`config.mk`:
```
export PLATFORM = sky130hd
export DESIGN_NAME = futureCache
export DESIGN_NICKNAME = d
export VERILOG_FILES = /design/src/rtl/cachePkg.sv /design/src/rtl/cacheDatapath.sv /design/src/rtl/cacheControl.sv /design/src/rtl/futureCache.sv
export SDC_FILE = /design/constraint.sdc
export NUM_CORES = 1
export LEC_CHECK = 0
export ABC_AREA = 1
export BUFFER_PORTS_ARGS = -buffer_cell sky130_fd_sc_hd__buf_2
export CORE_MARGIN = 8
export CORE_UTILIZATION = 45
export DETAILED_ROUTE_END_ITERATION = 8
export PLACE_DENSITY_LB_ADDON = 0.15
export RECOVER_POWER = 25
export SLEW_MARGIN = 20
export SYNTH_ARGS = -nofsm -noshare
export SYNTH_HDL_FRONTEND = slang
export SYNTH_SLANG_ARGS = --single-unit
```
`constraint.sdc`:
```
create_clock -name clk -period 9.75 [get_ports clk]
set_input_delay 0.975 -clock clk [delete_from_list [all_inputs] [get_ports clk]]
set_output_delay 0.975 -clock clk [all_outputs]
set_load 0.02 [all_outputs]
```
`src/rtl/cachePkg.sv`:
```
package cachePkg;
  typedef struct packed {
    logic touchHit;   // refresh next-use of the hit entry
    logic fillFree;   // write new pair into lowest invalid entry
    logic evictMax;   // replace entry with farthest next use
    logic bypass;     // decline insertion
    logic countWr;    // bump write counter
    logic countHit;   // bump write-hit counter
  } ctrlStrobes_t;
endpackage

```
`src/rtl/cacheDatapath.sv`:
```
module cacheDatapath
  import cachePkg::*;
#(
  parameter int NUM_ENTRIES = 4,
  parameter int ADDR_W      = 16,
  parameter int TIME_W      = 16,
  parameter int CNT_W       = 32
) (
  input  logic              clk,
  input  logic              rst_n,
  input  logic [ADDR_W-1:0] reqAddr,
  input  logic [TIME_W-1:0] reqNext,
  input  ctrlStrobes_t      strobes,
  output logic              hit,
  output logic              full,
  output logic              newLater,
  output logic [ADDR_W-1:0] evictAddr,
  output logic [CNT_W-1:0]  wrCount,
  output logic [CNT_W-1:0]  wrHitCount
);
  localparam int IDX_W = (NUM_ENTRIES > 1) ? $clog2(NUM_ENTRIES) : 1;

  logic [NUM_ENTRIES-1:0] entValid;
  logic [ADDR_W-1:0]      entAddr [NUM_ENTRIES];
  logic [TIME_W-1:0]      entNext [NUM_ENTRIES];

  logic [NUM_ENTRIES-1:0] hitVec;
  logic [IDX_W-1:0]       hitIdx;
  logic [IDX_W-1:0]       freeIdx;
  logic [IDX_W-1:0]       maxIdx;
  logic [TIME_W-1:0]      maxNext;

  // Parallel address compare
  generate
    for (genvar g = 0; g < NUM_ENTRIES; g++) begin : gCmp
      assign hitVec[g] = entValid[g] && (entAddr[g] == reqAddr);
    end
  endgenerate

  assign hit  = |hitVec;
  assign full = &entValid;

  // Lowest-index hit and free slot
  always_comb begin
    hitIdx  = '0;
    freeIdx = '0;
    for (int i = NUM_ENTRIES - 1; i >= 0; i--) begin
      if (hitVec[i])    hitIdx  = IDX_W'(i);
      if (!entValid[i]) freeIdx = IDX_W'(i);
    end
  end

  // Farthest next use, strict compare keeps lowest index on ties
  always_comb begin
    maxIdx  = '0;
    maxNext = entNext[0];
    for (int i = 1; i < NUM_ENTRIES; i++) begin
      if (entNext[i] > maxNext) begin
        maxNext = entNext[i];
        maxIdx  = IDX_W'(i);
      end
    end
  end

  assign newLater = full && (reqNext > maxNext);

  always_ff @(posedge clk) begin
    if (!rst_n) begin
      entValid  <= '0;
      evictAddr <= '0;
      for (int i = 0; i < NUM_ENTRIES; i++) begin
        entAddr[i] <= '0;
        entNext[i] <= '0;
      end
    end else begin
      if (strobes.touchHit) begin
        entNext[hitIdx] <= reqNext;
      end
      if (strobes.fillFree) begin
        entValid[freeIdx] <= 1'b1;
        entAddr[freeIdx]  <= reqAddr;
        entNext[freeIdx]  <= reqNext;
      end
      if (strobes.evictMax) begin
        evictAddr       <= entAddr[maxIdx];
        entAddr[maxIdx] <= reqAddr;
        entNext[maxIdx] <= reqNext;
      end
    end
  end

  always_ff @(posedge clk) begin
    if (!rst_n) begin
      wrCount    <= '0;
      wrHitCount <= '0;
    end else begin
      if (strobes.countWr)  wrCount    <= wrCount + CNT_W'(1);
      if (strobes.countHit) wrHitCount <= wrHitCount + CNT_W'(1);
    end
  end
endmodule

```
`src/rtl/cacheControl.sv`:
```
module cacheControl
  import cachePkg::*;
(
  input  logic         clk,
  input  logic         rst_n,
  input  logic         reqValid,
  input  logic         reqWrite,
  input  logic         bypassEn,
  input  logic         hit,
  input  logic         full,
  input  logic         newLater,
  output ctrlStrobes_t strobes,
  output logic         rspValid,
  output logic         rspHit,
  output logic         rspEvicted,
  output logic         rspBypass
);
  logic wrMiss;

  assign wrMiss = reqValid && reqWrite && !hit;

  always_comb begin
    strobes          = '0;
    strobes.touchHit = reqValid && hit;
    strobes.countWr  = reqValid && reqWrite;
    strobes.countHit = reqValid && reqWrite && hit;
    if (wrMiss) begin
      if (!full)                      strobes.fillFree = 1'b1;
      else if (bypassEn && newLater)  strobes.bypass   = 1'b1;
      else                            strobes.evictMax = 1'b1;
    end
  end

  always_ff @(posedge clk) begin
    if (!rst_n) begin
      rspValid   <= 1'b0;
      rspHit     <= 1'b0;
      rspEvicted <= 1'b0;
      rspBypass  <= 1'b0;
    end else begin
      rspValid   <= reqValid;
      rspHit     <= reqValid && hit;
      rspEvicted <= strobes.evictMax;
      rspBypass  <= strobes.bypass;
    end
  end
endmodule

```
`src/rtl/futureCache.sv`:
```
module futureCache
  import cachePkg::*;
#(
  parameter int NUM_ENTRIES = 4,
  parameter int ADDR_W      = 16,
  parameter int TIME_W      = 16,
  parameter int CNT_W       = 32
) (
  input  logic              clk,
  input  logic              rst_n,
  input  logic              reqValid,
  input  logic              reqWrite,
  input  logic [ADDR_W-1:0] reqAddr,
  input  logic [TIME_W-1:0] reqNext,
  input  logic              bypassEn,
  output logic              rspValid,
  output logic              rspHit,
  output logic              rspEvicted,
  output logic [ADDR_W-1:0] rspEvictAddr,
  output logic              rspBypass,
  output logic [CNT_W-1:0]  wrCount,
  output logic [CNT_W-1:0]  wrHitCount
);
  ctrlStrobes_t strobes;
  logic hit, full, newLater;

  cacheControl uCtrl (
    .clk(clk), .rst_n(rst_n),
    .reqValid(reqValid), .reqWrite(reqWrite), .bypassEn(bypassEn),
    .hit(hit), .full(full), .newLater(newLater),
    .strobes(strobes),
    .rspValid(rspValid), .rspHit(rspHit),
    .rspEvicted(rspEvicted), .rspBypass(rspBypass)
  );

  cacheDatapath #(
    .NUM_ENTRIES(NUM_ENTRIES), .ADDR_W(ADDR_W),
    .TIME_W(TIME_W), .CNT_W(CNT_W)
  ) uData (
    .clk(clk), .rst_n(rst_n),
    .reqAddr(reqAddr), .reqNext(reqNext),
    .strobes(strobes),
    .hit(hit), .full(full), .newLater(newLater),
    .evictAddr(rspEvictAddr),
    .wrCount(wrCount), .wrHitCount(wrHitCount)
  );
endmodule

```
# After elaboration in Yosys (flattened, before gate mapping)
# Memories as Yosys holds them, arrays and structs flattened. A register that Yosys moved wholly into a read port is not among the register bits.
# Cells that the tools add are included.
[totals] register_bits=72 ram_bits=128 in_bits=37 output_inout_bits=84 elab_cells=89 n_memories=2
[op_classes] addsub=2 order_cmp=6 eq_ne=4 n_mux=46 bitwise=1 reduce_logical=21
[memory_table] memory="uData.entAddr" words=4 word_bits=16 rd=5 rd_clocked_by_memory_dff=1 write_ports=4 line="cacheDatapath.sv:24" text="logic [ADDR_W-1:0] entAddr [NUM_ENTRIES];"
[memory_table] memory="uData.entNext" words=4 word_bits=16 rd=4 rd_clocked_by_memory_dff=0 write_ports=4 line="cacheDatapath.sv:25" text="logic [TIME_W-1:0] entNext [NUM_ENTRIES];"
[ops] operator="$mux 16" n=8
[ops] operator="$reduce_or 16->1" n=5
[ops] operator="$add 32x1->32 const B" n=2
[ops] operator="$eq 16x16->1" n=4
[ops] operator="$gt 16x16->1" n=4
[ops] operator="$mux 2" n=16
[ops] operator="$mux 1" n=20
[ops] operator="$logic_and 1x1->1" n=11
[ops] operator="$reduce_and 6->1" n=1
[ops] operator="$or 4x4->4" n=1
[ops] operator="$reduce_and 4->1" n=1
[ops] operator="$reduce_or 4->1" n=1
[ops] operator="$lt 2x3->1 const B" n=1
[ops] operator="$mux 3" n=1
[ops] operator="$demux 1 s2" n=1
[ops] operator="$ge 2x1->1 const B" n=1
[ops] operator="$logic_not 1->1" n=2

# Depth between registers and ports, before layout
# An unclocked memory read counts as a cell.
[depth] ltp_word=19 mapped_depth=59 ltp_nobuf=52

# Modules after synthesis
# Synthesis repeated with hierarchy kept, for this count alone.
[unflattened] cells_unflattened=1619 area_unflattened_um2=12689.7
[by_module_without_submodules] module="cacheDatapath" n_inst=1 cells_each=1594 area_each_um2=12518.3 seq_area_each_um2=5525.3
[by_module_without_submodules] module="cacheControl" n_inst=1 cells_each=25 area_each_um2=171.4 seq_area_each_um2=80.1

# Worst setup path before layout
# Ideal clock, no wire load.
[synth_path] kind="register to register" startpoint="memory uData.entNext[1][7]" endpoint="memory uData.entNext[1][0], enable pin" setup_time_ns=0.411 arrival_time_ns=7.912 required_time_ns=9.339 setup_slack_ns=1.426 path_stages_with_launch=48 path_buffers=6 synth_period_minus_slack_ns=8.324 cell_sequence="edfxtp_1 > ha_1 > a21o_1 > nor2_1 > nand2_1 > nand2_1 > nand2_1 > nand2_1 > clkbuf_1 > clkbuf_1 > nand2_1 > o21ai_0 > ha_1 > a21oi_1 > nor2_1 > a211oi_1 > o221a_2 > nand2_1 > (+12 left out) > clkbuf_1 > buf_1 > nand2_1 > o21ai_0 > ha_1 > nand2_1 > inv_1 > a221oi_1 > o221ai_1 > nand2_1 > o211ai_1 > nand2_1 > nand2_4 > nor2_8 > nand3_4 > nand3_4 > inv_2 > o21ai_0"
[synth_lines] element="start, declared" line="cacheDatapath.sv:25"

==> flow_metrics.env <==
export IMPL_synth_simple_area_share=0.311
export IMPL_period_share=0.905
export IMPL_cts_made_buffers=27
export IMPL_synthArstFlopShare=0
export IMPL_dieHeight_um=188
export IMPL_die_area_um2=35400
export IMPL_final_nets=1927
export IMPL_finalMaxSlewViolations=98
export IMPL_synth_mux_area_frac=0
export IMPL_synth_compound_area_frac=0.0985
export IMPL_cts_tree="built"
export IMPL_grt_use_total=0.219
export IMPL_grt_ovfl_total=0
export IMPL_start_util=0.453
export IMPL_vias_per_cell=5.30
export IMPL_avgSynthCellArea_um2=7.77
export IMPL_synth_fa_ha_area_frac=0.0610
export IMPL_drc_errors=0
export IMPL_cp_max_fo=33
export IMPL_postRouteAntennaNets=0
export IMPL_arrival_ns=8.99
export IMPL_fin_setup_tns_ns=0
export IMPL_area_growth_pct=12.7
export IMPL_yosys_register_bits=216
export IMPL_max_slew_margin=-1.01
export IMPL_drtIter0Drc=1288
export IMPL_core_um2=29400
export IMPL_cts_sink_count=216
export IMPL_finalClockSkew_ns=0.0150
export IMPL_rows=63
export IMPL_clockRootBuffer="clkbuf_16"
export IMPL_synth_area_leaders="edfxtp_1 (29%), dfxtp_1 (13%), nand2_1 (9.2%)"
export IMPL_path_delay_family="simple AND/OR/NAND/NOR gates"
export IMPL_status="finished with violations"
export IMPL_routabilityCongestion=0.941
export IMPL_yosys_most_used_dff="edfxtp_1"
export IMPL_slowest_stage="a221oi_1"
export IMPL_fin_ws_ns=0.929
export IMPL_ir_drop_mv=0.113
export IMPL_synth_seq_area_share=0.421
export IMPL_drt_pass1_iterations=6
export IMPL_synthTopCellsByCount="nand2_1 (327), nor2_1 (243), inv_1 (239)"
export IMPL_grt_max_degree=65
export IMPL_stdcell_count=2237
export IMPL_drive_above_1_share=0.101
export IMPL_synthesis_area_um2=13300
export IMPL_synth_edf_count=128
export IMPL_hold_class="flip-flop to flip-flop"
export IMPL_critPathBufInv=5
export IMPL_crit_path_end_kind="flip-flop"
export IMPL_dp_slack_ns=0.556
export IMPL_grt_pass1_vias=11469
export IMPL_max_stage_delay_ns=0.47
export IMPL_yosys_warnings=0
export IMPL_port_buffers=120
export IMPL_min_from="uData.wrCount[31]"
export IMPL_hold_violations=0
export IMPL_finish_utilization=0.510
export IMPL_critPathRequiredTime_ns=9.92
export IMPL_synth_most_common_cell="nand2_1"
export IMPL_drv_cap=2
export IMPL_fmax_ghz=0.113
export IMPL_path_common_cell="nand2_1"
export IMPL_cts_path_max_buffers=3
export IMPL_dp_cells=2186
export IMPL_timing_rr_start="uData.entNext[1][11]"
export IMPL_nFillCells=2855
export IMPL_synth_xor_area_frac=0.0189
export IMPL_grt_pass1_wl_mm=62.5
export IMPL_leakagePower_nw=6.05
export IMPL_power_per_cell_area_nw_per_um2=165
export IMPL_final_min_clock_period_ns=8.82
export IMPL_yosys_area_top_type="edfxtp_1"
export IMPL_violations="max-capacitance violations, max-slew violations"
export IMPL_rsz0062_at_grt="false"
export IMPL_crit_type="flip-flop to flip-flop"
export IMPL_critical_path_startpoint_type="flip-flop"
export IMPL_tightest_slew_ns=3.02
export IMPL_die_w_um=188
export IMPL_antenna_found_initial=2
export IMPL_synth_top_family_by_area="simple AND/OR/NAND/NOR gates"
export IMPL_wl_mm=39.5
export IMPL_vias=11860
export IMPL_synth_distinct_cells=53
export IMPL_io_pins=121
export IMPL_syn_nets=1816
export IMPL_startpoint="uData.entNext[1][11]"
export IMPL_clock_latency_ns=0.54
export IMPL_holdBufCountCts=0
export IMPL_clkTransAtPathRegs_ns=0.06
export IMPL_wl_per_cell_um=17.7
export IMPL_syn_inst=1714
export IMPL_synth_top_area_share=0.289
export IMPL_hpwl_mm=30.2
export IMPL_htree_levels=1
export IMPL_setup_viol=0
[path summary, 6_finish.rpt]
check | slack (ns) | cells after the start | endpoint
worst max-delay path | 0.93 | 44 | uData.entNext[0][8]
worst max register to register | 0.93 | 44 | uData.entNext[0][8]
worst min-delay path | 0.46 | 2 | uData.wrCount[31]
worst min register to register | 0.46 | 2 | uData.wrCount[31]
[worst register-to-register path: cells and delay by family (launching register included)]
family | cells | cell delay [ns]
buffers and inverters | 5 | 0.84
AOI/OAI and AO/OA | 10 | 2.01
and+or+nand+nor | 25 | 3.95
DFF | 1 | 0.38
adders and majority gates | 4 | 1.27
[per-stage QoR]
stage | total power (W) | hold WS [ns] | cell area, um2
after global placement | 0.00153 | 0.448 | 14300
after global routing | 0.00260 | 0.505 | 15000
after floorplan | 0.00139 | 0.489 | 13300
after CTS | 0.00249 | 0.470 | 15100
after detailed placement | 0.00153 | 0.460 | 14300
final | 0.00248 | 0.464 | 15000
[final cells by class]
class	instances	area (um2)	area share
multi-input cells	1197	6550	0.436
flip-flops and latches	216	5610	0.373
inverters	253	951	0.0634
clock buffers	32	736	0.0490
repair buffers	130	563	0.0375
well taps	390	488	0.0325
clock inverters	18	116	0.00775
diodes	1	2.50	0.000167
[logic make-up (layout without fill, tap and decap cells)]
logic type	count (synthesis)	in the layout
compound gates	232	232
xor+xnor	27	27
fa+ha+maj	65	65
buf+inv	301	433
flops	216	216
other cells	0	1
simple gates	873	873
[state kept, by name, summed over array words and instances (netlist names)]
signal and cells:
uCtrl.rspHit 1, uData.wrCount 32, uCtrl.rspEvicted 1, uCtrl.rspBypass 1, uCtrl.rspValid 1, uData.entNext 64
uData.entValid 4, uData.evictAddr 16, uData.wrHitCount 32, uData.entAddr 64
[placed cells by master (no fill, tap or decap), types with 36 or more instances in the layout]
cell type,count
buf_2,36
nand2_1,320
dfxtp_1,88
nand3_1,51
nor4_1,40
o21ai_0,94
ha_1,65
nand4_1,57
nor3_1,60
nor2_1,243
edfxtp_1,128
a21oi_1,88
inv_1,239
clkbuf_1,88
[routing by layer]
| metal | vias to the layer above | GRT usage | part of all wire |
|---|---|---|---|
| li1 | 5982 | - | - |
| met1 | 5418 | 0.302 | 0.45 |
| met2 | 403 | 0.342 | 0.44 |
| met3 | 53 | 0.0561 | 0.090 |
| met4 | 4 | 0.0427 | 0.016 |
| met5 | - | 0 | 0.00058 |
[what timing repair did]
action | CTS | global route
gates resized for setup | 0 | 6
setup buffers | 0 | 0
endpoints found under the setup margin | 0 | 93
[power by group]
part           total [W]  switching [W]  internal (W)
clock network   0.000960       0.000398      0.000562
logic           0.000500       0.000344      0.000156
registers        0.00102      0.0000191      0.000999
total            0.00248       0.000761       0.00172
Note: power is estimated with default switching activity, not from simulation.
